`config.mk`:
```
export PLATFORM = sky130hd
export DESIGN_NAME = tdm_link_tx
export DESIGN_NICKNAME = d
export VERILOG_FILES = /design/src/rtl/tdm_link_pkg.sv /design/src/rtl/tdm_stream_fifo.sv /design/src/rtl/tdm_slot_table.sv /design/src/rtl/tdm_link_tx.sv
export SDC_FILE = /design/constraint.sdc
export NUM_CORES = 2
export LEC_CHECK = 0
export BUFFER_PORTS_ARGS = -buffer_cell sky130_fd_sc_hd__buf_2
export CAP_MARGIN = 20
export CORE_MARGIN = 3
export CORE_UTILIZATION = 57
export CTS_BUF_LIST = sky130_fd_sc_hd__clkbuf_2
export DETAILED_ROUTE_END_ITERATION = 10
export MAX_ROUTING_LAYER = met4
export PLACE_DENSITY = 0.78
export SLEW_MARGIN = 20
export SYNTH_ARGS = -nofsm -noshare
export SYNTH_HDL_FRONTEND = slang
export SYNTH_HIERARCHICAL = 1
export SYNTH_SLANG_ARGS = --single-unit
```
`constraint.sdc`:
```
create_clock -name clk -period 3.5 [get_ports clk]
set_input_delay 0.525 -clock clk [delete_from_list [all_inputs] [get_ports clk]]
set_output_delay 0.525 -clock clk [all_outputs]
set_load 0.02 [all_outputs]
```
`src/rtl/tdm_link_pkg.sv`:
```
package tdm_link_pkg;

    localparam int unsigned RAW_W          = 64;
    localparam int unsigned BEAT_W         = 16;
    localparam int unsigned BEATS_PER_WORD = RAW_W / BEAT_W;

    typedef logic [RAW_W-1:0]  raw_word_t;
    typedef logic [BEAT_W-1:0] beat_t;

    // Owners of slots 11 down to 0, two bits each (slot 0 in the low bits).
    localparam logic [23:0] DEFAULT_SCHED = {2'd2, 2'd1, 2'd0, 2'd1, 2'd0, 2'd1,
                                             2'd2, 2'd0, 2'd1, 2'd0, 2'd1, 2'd0};

endpackage

```
`src/rtl/tdm_stream_fifo.sv`:
```
module tdm_stream_fifo
    import tdm_link_pkg::*;
#(
    parameter int unsigned DEPTH = 4
) (
    input  logic      clk,
    input  logic      rst_n,
    input  logic      wr_en,
    input  raw_word_t wr_data,
    output logic      wr_ready,
    input  logic      rd_en,
    output raw_word_t rd_data,
    output logic      rd_avail
);

    localparam int unsigned PTR_W = (DEPTH > 1) ? $clog2(DEPTH) : 1;
    localparam int unsigned CNT_W = $clog2(DEPTH + 1);

    typedef struct packed {
        logic [DEPTH-1:0][RAW_W-1:0] mem;
        logic [PTR_W-1:0]            wr;
        logic [PTR_W-1:0]            rd;
        logic [CNT_W-1:0]            cnt;
    } fifo_state_t;

    fifo_state_t st_d, st_q;
    logic        do_wr, do_rd;

    assign wr_ready = (st_q.cnt != CNT_W'(DEPTH));
    assign rd_avail = (st_q.cnt != '0);
    assign rd_data  = st_q.mem[st_q.rd];

    always_comb begin
        st_d  = st_q;
        do_wr = wr_en && wr_ready;
        do_rd = rd_en && rd_avail;
        if (do_wr) begin
            st_d.mem[st_q.wr] = wr_data;
            st_d.wr = (st_q.wr == PTR_W'(DEPTH - 1)) ? '0 : st_q.wr + 1'b1;
        end
        if (do_rd) begin
            st_d.rd = (st_q.rd == PTR_W'(DEPTH - 1)) ? '0 : st_q.rd + 1'b1;
        end
        case ({do_wr, do_rd})
            2'b10:   st_d.cnt = st_q.cnt + 1'b1;
            2'b01:   st_d.cnt = st_q.cnt - 1'b1;
            default: st_d.cnt = st_q.cnt;
        endcase
    end

    always_ff @(posedge clk) begin
        if (!rst_n) st_q <= '0;
        else        st_q <= st_d;
    end

endmodule

```
`src/rtl/tdm_slot_table.sv`:
```
module tdm_slot_table #(
    parameter int unsigned N_SLOTS = 12,
    parameter int unsigned ID_W    = 2,
    parameter int unsigned SLOT_W  = 4,
    parameter logic [N_SLOTS*ID_W-1:0] SCHED = '0
) (
    input  logic [SLOT_W-1:0] slot,
    output logic [ID_W-1:0]   owner
);

    always_comb begin
        owner = '0;
        for (int s = 0; s < N_SLOTS; s++) begin
            if (slot == SLOT_W'(s)) owner = SCHED[s*ID_W +: ID_W];
        end
    end

endmodule

```
`src/rtl/tdm_link_tx.sv`:
```
module tdm_link_tx
    import tdm_link_pkg::*;
#(
    parameter int unsigned N_STREAMS  = 3,
    parameter int unsigned N_SLOTS    = 12,
    parameter int unsigned FIFO_DEPTH = 4,
    parameter int unsigned ID_W       = 2,
    parameter logic [N_SLOTS*ID_W-1:0] SCHED = DEFAULT_SCHED
) (
    input  logic                       clk,
    input  logic                       rst_n,
    input  logic [N_STREAMS-1:0]       push_valid,
    input  logic [N_STREAMS*RAW_W-1:0] push_data,
    output logic [N_STREAMS-1:0]       push_ready,
    input  logic                       link_stall_in,
    output logic [BEAT_W-1:0]          link_beat,
    output logic                       link_valid,
    output logic                       link_word_sync,
    output logic                       link_cycle_sync
);

    localparam int unsigned SLOT_W = (N_SLOTS > 1) ? $clog2(N_SLOTS) : 1;
    localparam int unsigned BIDX_W = (BEATS_PER_WORD > 1) ? $clog2(BEATS_PER_WORD) : 1;

    typedef struct packed {
        logic [BIDX_W-1:0] beat;
        logic [SLOT_W-1:0] slot;
        logic              valid;
        raw_word_t         word;
    } tx_state_t;

    tx_state_t            st_d, st_q;
    logic [N_STREAMS-1:0] lane_pop;
    logic [N_STREAMS-1:0] lane_avail;
    raw_word_t            lane_head [N_STREAMS];
    logic [SLOT_W-1:0]    nxt_slot;
    logic [ID_W-1:0]      owner;
    logic                 beat_last;
    logic                 take;

    for (genvar g = 0; g < N_STREAMS; g++) begin : g_lane
        tdm_stream_fifo #(
            .DEPTH(FIFO_DEPTH)
        ) u_fifo (
            .clk      (clk),
            .rst_n    (rst_n),
            .wr_en    (push_valid[g]),
            .wr_data  (push_data[g*RAW_W +: RAW_W]),
            .wr_ready (push_ready[g]),
            .rd_en    (lane_pop[g]),
            .rd_data  (lane_head[g]),
            .rd_avail (lane_avail[g])
        );
    end

    tdm_slot_table #(
        .N_SLOTS (N_SLOTS),
        .ID_W    (ID_W),
        .SLOT_W  (SLOT_W),
        .SCHED   (SCHED)
    ) u_table (
        .slot  (nxt_slot),
        .owner (owner)
    );

    assign beat_last = (st_q.beat == BIDX_W'(BEATS_PER_WORD - 1));
    assign nxt_slot  = (st_q.slot == SLOT_W'(N_SLOTS - 1)) ? '0 : st_q.slot + 1'b1;

    always_comb begin
        st_d     = st_q;
        lane_pop = '0;
        take     = 1'b0;
        st_d.beat = beat_last ? '0 : st_q.beat + 1'b1;
        if (beat_last) begin
            st_d.slot = nxt_slot;
            if (int'(owner) < N_STREAMS) begin
                take = lane_avail[owner] && !link_stall_in;
            end
            st_d.valid = take;
            st_d.word  = '0;
            if (take) begin
                lane_pop[owner] = 1'b1;
                st_d.word       = lane_head[owner];
            end
        end
    end

    always_ff @(posedge clk) begin
        if (!rst_n) st_q <= '0;
        else        st_q <= st_d;
    end

    assign link_beat       = st_q.word[BEAT_W*int'(st_q.beat) +: BEAT_W];
    assign link_valid      = st_q.valid;
    assign link_word_sync  = (st_q.beat == '0);
    assign link_cycle_sync = (st_q.beat == '0) && (st_q.slot == '0);

endmodule

```
# [Word-level counts from Yosys, hierarchy flattened]
# Index checks and enable logic that the tools add are counted.
[op_classes] addsub=14 n_bitwise=2 magnitude_cmp=13 n_eq_ne=28 reduce_logical=22 shift=1 muxes=48
[ops] cell="bitwise mux 256 bit" n=3
[ops] cell="2-to-1 mux 64 bit" n=9
[ops] cell="binary-select mux 64 bit (select 2 bit)" n=4
[ops] cell="demux 64 bit (select 2 bit)" n=3
[ops] cell="variable part select 64 x 7 -> 16 bit" n=1
[ops] cell="2-to-1 mux 2 bit" n=13
[ops] cell="less-than comparator 2 x 3 -> 1 bit (second input constant)" n=7
[ops] cell="== test 2 bit (second input constant)" n=10
[ops] cell="== test 4 bit (second input constant)" n=5
[ops] cell="case mux 3 bit (2 select lines)" n=3
[ops] cell="== test 4 x 3 -> 1 bit (second input constant)" n=4
[ops] cell="adder 2 x 1 -> 2 bit (second input constant)" n=7
[ops] cell="logical AND 1 bit" n=12
[ops] cell="adder 3 x 1 -> 3 bit (second input constant)" n=3
[ops] cell="inequality test 3 bit (second input constant)" n=3
[ops] cell="nonzero test 3 bit" n=3
[ops] cell="subtractor 3 x 1 -> 3 bit (second input constant)" n=3
[ops] cell="== test 4 x 2 -> 1 bit (second input constant)" n=2
[ops] cell=">= comparator 2 x 1 -> 1 bit (second input constant)" n=4
[ops] cell="2-to-1 mux 1 bit" n=8
[ops] cell="== test 2 x 1 -> 1 bit (second input constant)" n=3
[ops] cell="2-to-1 mux 3 bit" n=2
[ops] cell="nonzero test 2 bit" n=3
[ops] cell="adder 4 x 1 -> 4 bit (second input constant)" n=1
[ops] cell="other kinds (12)" n=12
[totals] in_bits=198 output_inout_bits=22 ff_bits=860 word_cells=153

# [Longest topological paths before layout]
[logic_depth] ltp_word=24 mapped_depth=18 mapped_depth_nobuf=17

# [Hierarchy]
# Netlist, hierarchy kept.
[by_module_without_submodules] mod="tdm_stream_fifo" area_per_inst_um2=11559.8 seq_area_each_um2=5265.0 cells_each=1028 n_inst=3
[by_module_without_submodules] mod="tdm_link_tx" area_per_inst_um2=4380.5 seq_area_each_um2=1421.4 cells_each=439 n_inst=1
[by_module_without_submodules] mod="tdm_slot_table" area_per_inst_um2=55.1 seq_area_each_um2=0.0 cells_each=7 n_inst=1

# [Worst setup path after synthesis]
# OpenSTA, ideal clock, no wires.
[synth_path] path_kind="register to register" from="register, netlist name st_q[65]" to="register g_lane[2].u_fifo/st_q[2] (netlist bit)" synth_period_minus_slack_ns=3.436 stages_incl_launch_ff=18 arrival_ns=3.360 t_required_ns=3.424 setup_ns=0.076 path_slack_ns=0.064 path_buffers=2 path_cell_list="dfxtp_1 ha_1 nand2b_1 nand3_1 nand2_1 or3b_1 a21boi_1 buf_4 buf_2 and3_1 o31ai_1 inv_1 ha_1 inv_1 fa_1 xor2_1 or3_1 a21boi_0"
[synth_rtl] item="to (signal assigned)" line_no="tdm_stream_fifo.sv:53" text="else st_q <= st_d;"
[synth_rtl] item="to (decl)" line_no="tdm_stream_fifo.sv:26" text="fifo_state_t st_d, st_q;"

==> results.sh <==
export IMPL_timing_max_cap_violations=0
export IMPL_clkLatencyLatePin_ns=1.45
export IMPL_timing_critical_path_cells="ha_4 -> nand2b_1 -> nand3_1 -> nand2_4 -> or3b_1 -> a21boi_4 -> mux2_2 -> nand2_1 -> nor2_2 -> o31ai_4 -> inv_1 -> ha_2 -> inv_1 -> fa_1 -> xor2_1 -> or3_1 -> a21boi_1"
export IMPL_clock_tree_root_cell="sky130_fd_sc_hd__clkbuf_2"
export IMPL_all_layer_gr_usage=0.308
export IMPL_crit_fanout=6
export IMPL_worstPathBufferInverterCount=2
export IMPL_first_global_vias=30771
export IMPL_avgSynthCellArea_um2=11.1
export IMPL_fin_crit_ns=3.37
export IMPL_max_freq_ghz=0.297
export IMPL_outcome="complete, no violations"
export IMPL_worstMarginPinSlew_ns=0.966
export IMPL_cts_clock_pin_slew_for_the_worst_setup_and_hold_paths_ns=0.10
export IMPL_start_kind="register"
export IMPL_die_area_mm2=0.0718
export IMPL_post_syn_area_mm2=0.0391
export IMPL_num_fill_cells=4922
export IMPL_wire_per_inst_um=20.9
export IMPL_seq_power_share=0.531
export IMPL_first_iter_violations=3001
export IMPL_clk_pwr_share=0.332
export IMPL_synth_nets=3753
export IMPL_antenna_violating_nets_post_route=0
export IMPL_total_switching_power_uw=5570
export IMPL_finish_net_count=4364
export IMPL_route_vias_total=29726
export IMPL_timing_max_slew_rel_slack=0.356
export IMPL_drt_pre_antenna_iters=8
export IMPL_die_x_um=268
export IMPL_p_sw_frac=0.285
export IMPL_placed_instances=4400
export IMPL_pwr_share_comb=0.137
export IMPL_start_util=0.578
export IMPL_finalHoldViolations=0
export IMPL_report_power_total_uw=19500
export IMPL_yosysUniqueCellTypes=47
export IMPL_gp_congestion=0.884
export IMPL_core_rowCount=95
export IMPL_worst_endpoint_arrival_ns=4.72
export IMPL_p_per_area_mw_per_mm2=428
export IMPL_numClockSinks=860
export IMPL_critical_path_max_stage_delay_ns=0.40
export IMPL_synth_warning_count=6
export IMPL_cts_inserted_buffers=209
export IMPL_area_growth_pct=16.6
export IMPL_max_clock_path_buffers=3
export IMPL_h_tree_lvl_count=4
export IMPL_timing_critical_path_to_type="register"
export IMPL_critPathMostFrequentCell="sky130_fd_sc_hd__inv_1"
export IMPL_maximum_number_of_pins_on_one_net_before_global_route_repair=125
export IMPL_synthArstFlopShare=0
export IMPL_worstSetupPathType="reg2reg"
export IMPL_critPathRequiredTime_ns=4.86
export IMPL_synth_edf_count=0
export IMPL_crit_slowest_cell="sky130_fd_sc_hd__dfxtp_4"
export IMPL_core_area_mm2=0.0676
export IMPL_fraction_of_final_layout_cells_sized_beyond_drive_strength_1=0.204
export IMPL_static_leakage_power_uw=0.0169
export IMPL_synth_cells=3530
export IMPL_ioPinCount=220
export IMPL_fin_worst_skew_ns=0.102
export IMPL_route_final_wire_length_mm=108
export IMPL_instances_no_fill=5149
export IMPL_via_per_inst=5.77
export IMPL_ys_seq_area_frac=0.440
export IMPL_peakVddDrop_uv=244
export IMPL_numPortBuffers=219
export IMPL_final_max_slew_viol_count=0
export IMPL_grt_overflow_total=0
export IMPL_timing_final_crit_share=0.961
export IMPL_synth_flop_cell="sky130_fd_sc_hd__dfxtp_1"
export IMPL_hold_path_class="in2reg"
export IMPL_global_route_wire_length_before_repair_mm=168
export IMPL_remaining_drc_errors=0
export IMPL_die_height_um=268
export IMPL_tritoncts="done"
export IMPL_setup_violations_final=0
export IMPL_grt_antenna_before_repair=9
export IMPL_crit_family="simple AND/OR/NAND/NOR gates"
export IMPL_synth_seq_cells=860
export IMPL_internal_power_uw=13900
export IMPL_dp_hpwl_mm=67.4
## registers in the layout (all words and copies together) (netlist names)
register	cells
st_q	70
link_valid	1
g_lane.u_fifo/st_q	789
## path summary, 6_finish.rpt
check                                          start                                       to  slack, ns  cells past startpoint
max reg2reg                    st_q[65]$_SDFFE_PN0P_    g_lane[0].u_fifo/st_q[2]$_SDFFE_PN0P_       0.13                     17
min                                            rst_n  g_lane[1].u_fifo/st_q[225]$_SDFFE_PN0P_       0.19                      4
min reg2reg  g_lane[2].u_fifo/st_q[246]$_SDFFE_PN0P_  g_lane[2].u_fifo/st_q[246]$_SDFFE_PN0P_       0.46                      2
max                            st_q[65]$_SDFFE_PN0P_    g_lane[0].u_fifo/st_q[2]$_SDFFE_PN0P_       0.13                     17
## logic make-up (layout without fill, tap and decap cells)
logic type | Yosys count | count (layout) | synth area share
multiplexers | 1043 | 1043 | 0.336
AO/OA/AOI/OAI | 163 | 163 | 0.0341
XOR/XNOR | 6 | 6 | 0.00134
flip-flops | 860 | 860 | 0.440
adder cells (fa/ha/maj) | 25 | 25 | 0.00857
buffers and inverters | 322 | 1059 | 0.0681
other | 0 | 9 | 0
AND/OR/NAND/NOR | 1111 | 1111 | 0.112
## cells in the final DEF, fill, tap and decap left out, drive strengths merged, types with 3 or more instances in the layout
| master | instances |
|---|---|
| inv | 29 |
| buf | 293 |
| nor2 | 9 |
| a222oi | 64 |
| dlygate4sd3 | 400 |
| clkbuf | 299 |
| diode | 9 |
| mux4 | 208 |
| fa | 3 |
| a211oi | 64 |
| xnor2 | 3 |
| nand3 | 8 |
| ha | 22 |
| mux2i | 769 |
| o21ai | 20 |
| o31ai | 3 |
| and3 | 15 |
| and2 | 10 |
| clkinv | 33 |
| nand2 | 1044 |
| bufinv | 4 |
| xor2 | 3 |
| or3 | 6 |
| or3b | 4 |
| mux2 | 66 |
| dfxtp | 860 |
| a21boi | 4 |
| nand4 | 6 |
## synthesized netlist by cell type (2+ instances only)
master,n,area share
sky130_fd_sc_hd__buf_12,84,0.043
sky130_fd_sc_hd__buf_6,3,0.00086
sky130_fd_sc_hd__o31ai_1,3,0.00058
sky130_fd_sc_hd__or3b_1,4,0.00090
sky130_fd_sc_hd__fa_1,3,0.0015
sky130_fd_sc_hd__inv_2,3,0.00029
sky130_fd_sc_hd__a21oi_1,2,0.00026
sky130_fd_sc_hd__or3_1,6,0.00096
sky130_fd_sc_hd__buf_4,4,0.00077
sky130_fd_sc_hd__and3_1,3,0.00048
sky130_fd_sc_hd__buf_1,15,0.0014
sky130_fd_sc_hd__nand4_1,6,0.00096
sky130_fd_sc_hd__o21ai_0,14,0.0018
sky130_fd_sc_hd__and3b_1,2,0.00045
sky130_fd_sc_hd__clkbuf_1,146,0.014
sky130_fd_sc_hd__a21boi_0,3,0.00058
sky130_fd_sc_hd__xor2_1,3,0.00067
sky130_fd_sc_hd__dfxtp_1,860,0.44
sky130_fd_sc_hd__a222oi_1,64,0.016
sky130_fd_sc_hd__a211oi_1,64,0.012
sky130_fd_sc_hd__xnor2_1,3,0.00067
sky130_fd_sc_hd__mux2i_1,769,0.20
sky130_fd_sc_hd__ha_1,22,0.0070
sky130_fd_sc_hd__and3_4,12,0.0035
sky130_fd_sc_hd__nand3_1,8,0.0010
sky130_fd_sc_hd__o21ai_1,6,0.00077
sky130_fd_sc_hd__mux4_2,208,0.12
sky130_fd_sc_hd__inv_1,26,0.0025
sky130_fd_sc_hd__and2_1,10,0.0016
sky130_fd_sc_hd__buf_2,41,0.0052
sky130_fd_sc_hd__nand2_1,1044,0.10
sky130_fd_sc_hd__mux2_2,28,0.0081
sky130_fd_sc_hd__nor2_1,9,0.00086
sky130_fd_sc_hd__mux2_1,38,0.011
sky130_fd_sc_hd__a31oi_1,2,0.00032
## metal layers
layer	vias to the layer above	wire, µm	share of wire	global-route usage
met5	-	0	0	-
met4	0	6280	0.058	0.182
met3	269	6740	0.063	0.0632
met2	1044	53600	0.50	0.503
met1	14677	40900	0.38	0.352
li1	13736	-	-	-
## layout make-up
class / instances / area, µm² / share of cell area
multi-input cells: 2348 / 19300 / 0.423
diodes: 9 / 22.5 / 0.000494
clock inverters: 38 / 264 / 0.00579
well taps: 873 / 1090 / 0.0240
clock buffers: 299 / 1500 / 0.0328
inverters: 29 / 110 / 0.00241
repair buffers: 693 / 6060 / 0.133
flip-flops and latches: 860 / 17200 / 0.378
## repair_timing
item	4_1_cts	5_1_grt
buffers inserted	0	3
pin swaps	0	6
hold endpoints to repair	858	0
hold buffers	400	0
setup endpoints to repair	19	3
gates resized for setup	5	15
## per-stage QoR
stage | hold slack, ns | setup TNS (ns) | utilization | worst slack (ns) | cell area, µm²
5_1_grt | 0.104 | -0.0813 | 0.674 | -0.0813 | 45600
6_report | 0.186 | 0 | 0.674 | 0.135 | 45600
3_5_place_dp | 0.443 | 0 | 0.587 | 0.0109 | 39700
2_1_floorplan | 0.432 | 0 | - | 0.0642 | 39100
3_3_place_gp | 0.438 | 0 | 0.587 | 0.0680 | 39700
4_1_cts | 0.0107 | 0 | 0.673 | 0.00738 | 45500
## worst min-delay path: stages
cell                            delay [ns]
sky130_fd_sc_hd__dlygate4sd3_1        0.57
sky130_fd_sc_hd__buf_8                0.26
sky130_fd_sc_hd__nand2_1              0.13
sky130_fd_sc_hd__mux2i_1              0.05
## power by group through the flow
stage	registers (µW)	clock network (µW)	logic [µW]
6_report	10400	6470	2680
5_1_grt	10400	7120	2840
4_1_cts	10400	6610	2620
3_5_place_dp	10600	0	2270
3_3_place_gp	10600	0	2230
2_1_floorplan	10500	0	1780
Power figures use the tool's default switching activity.
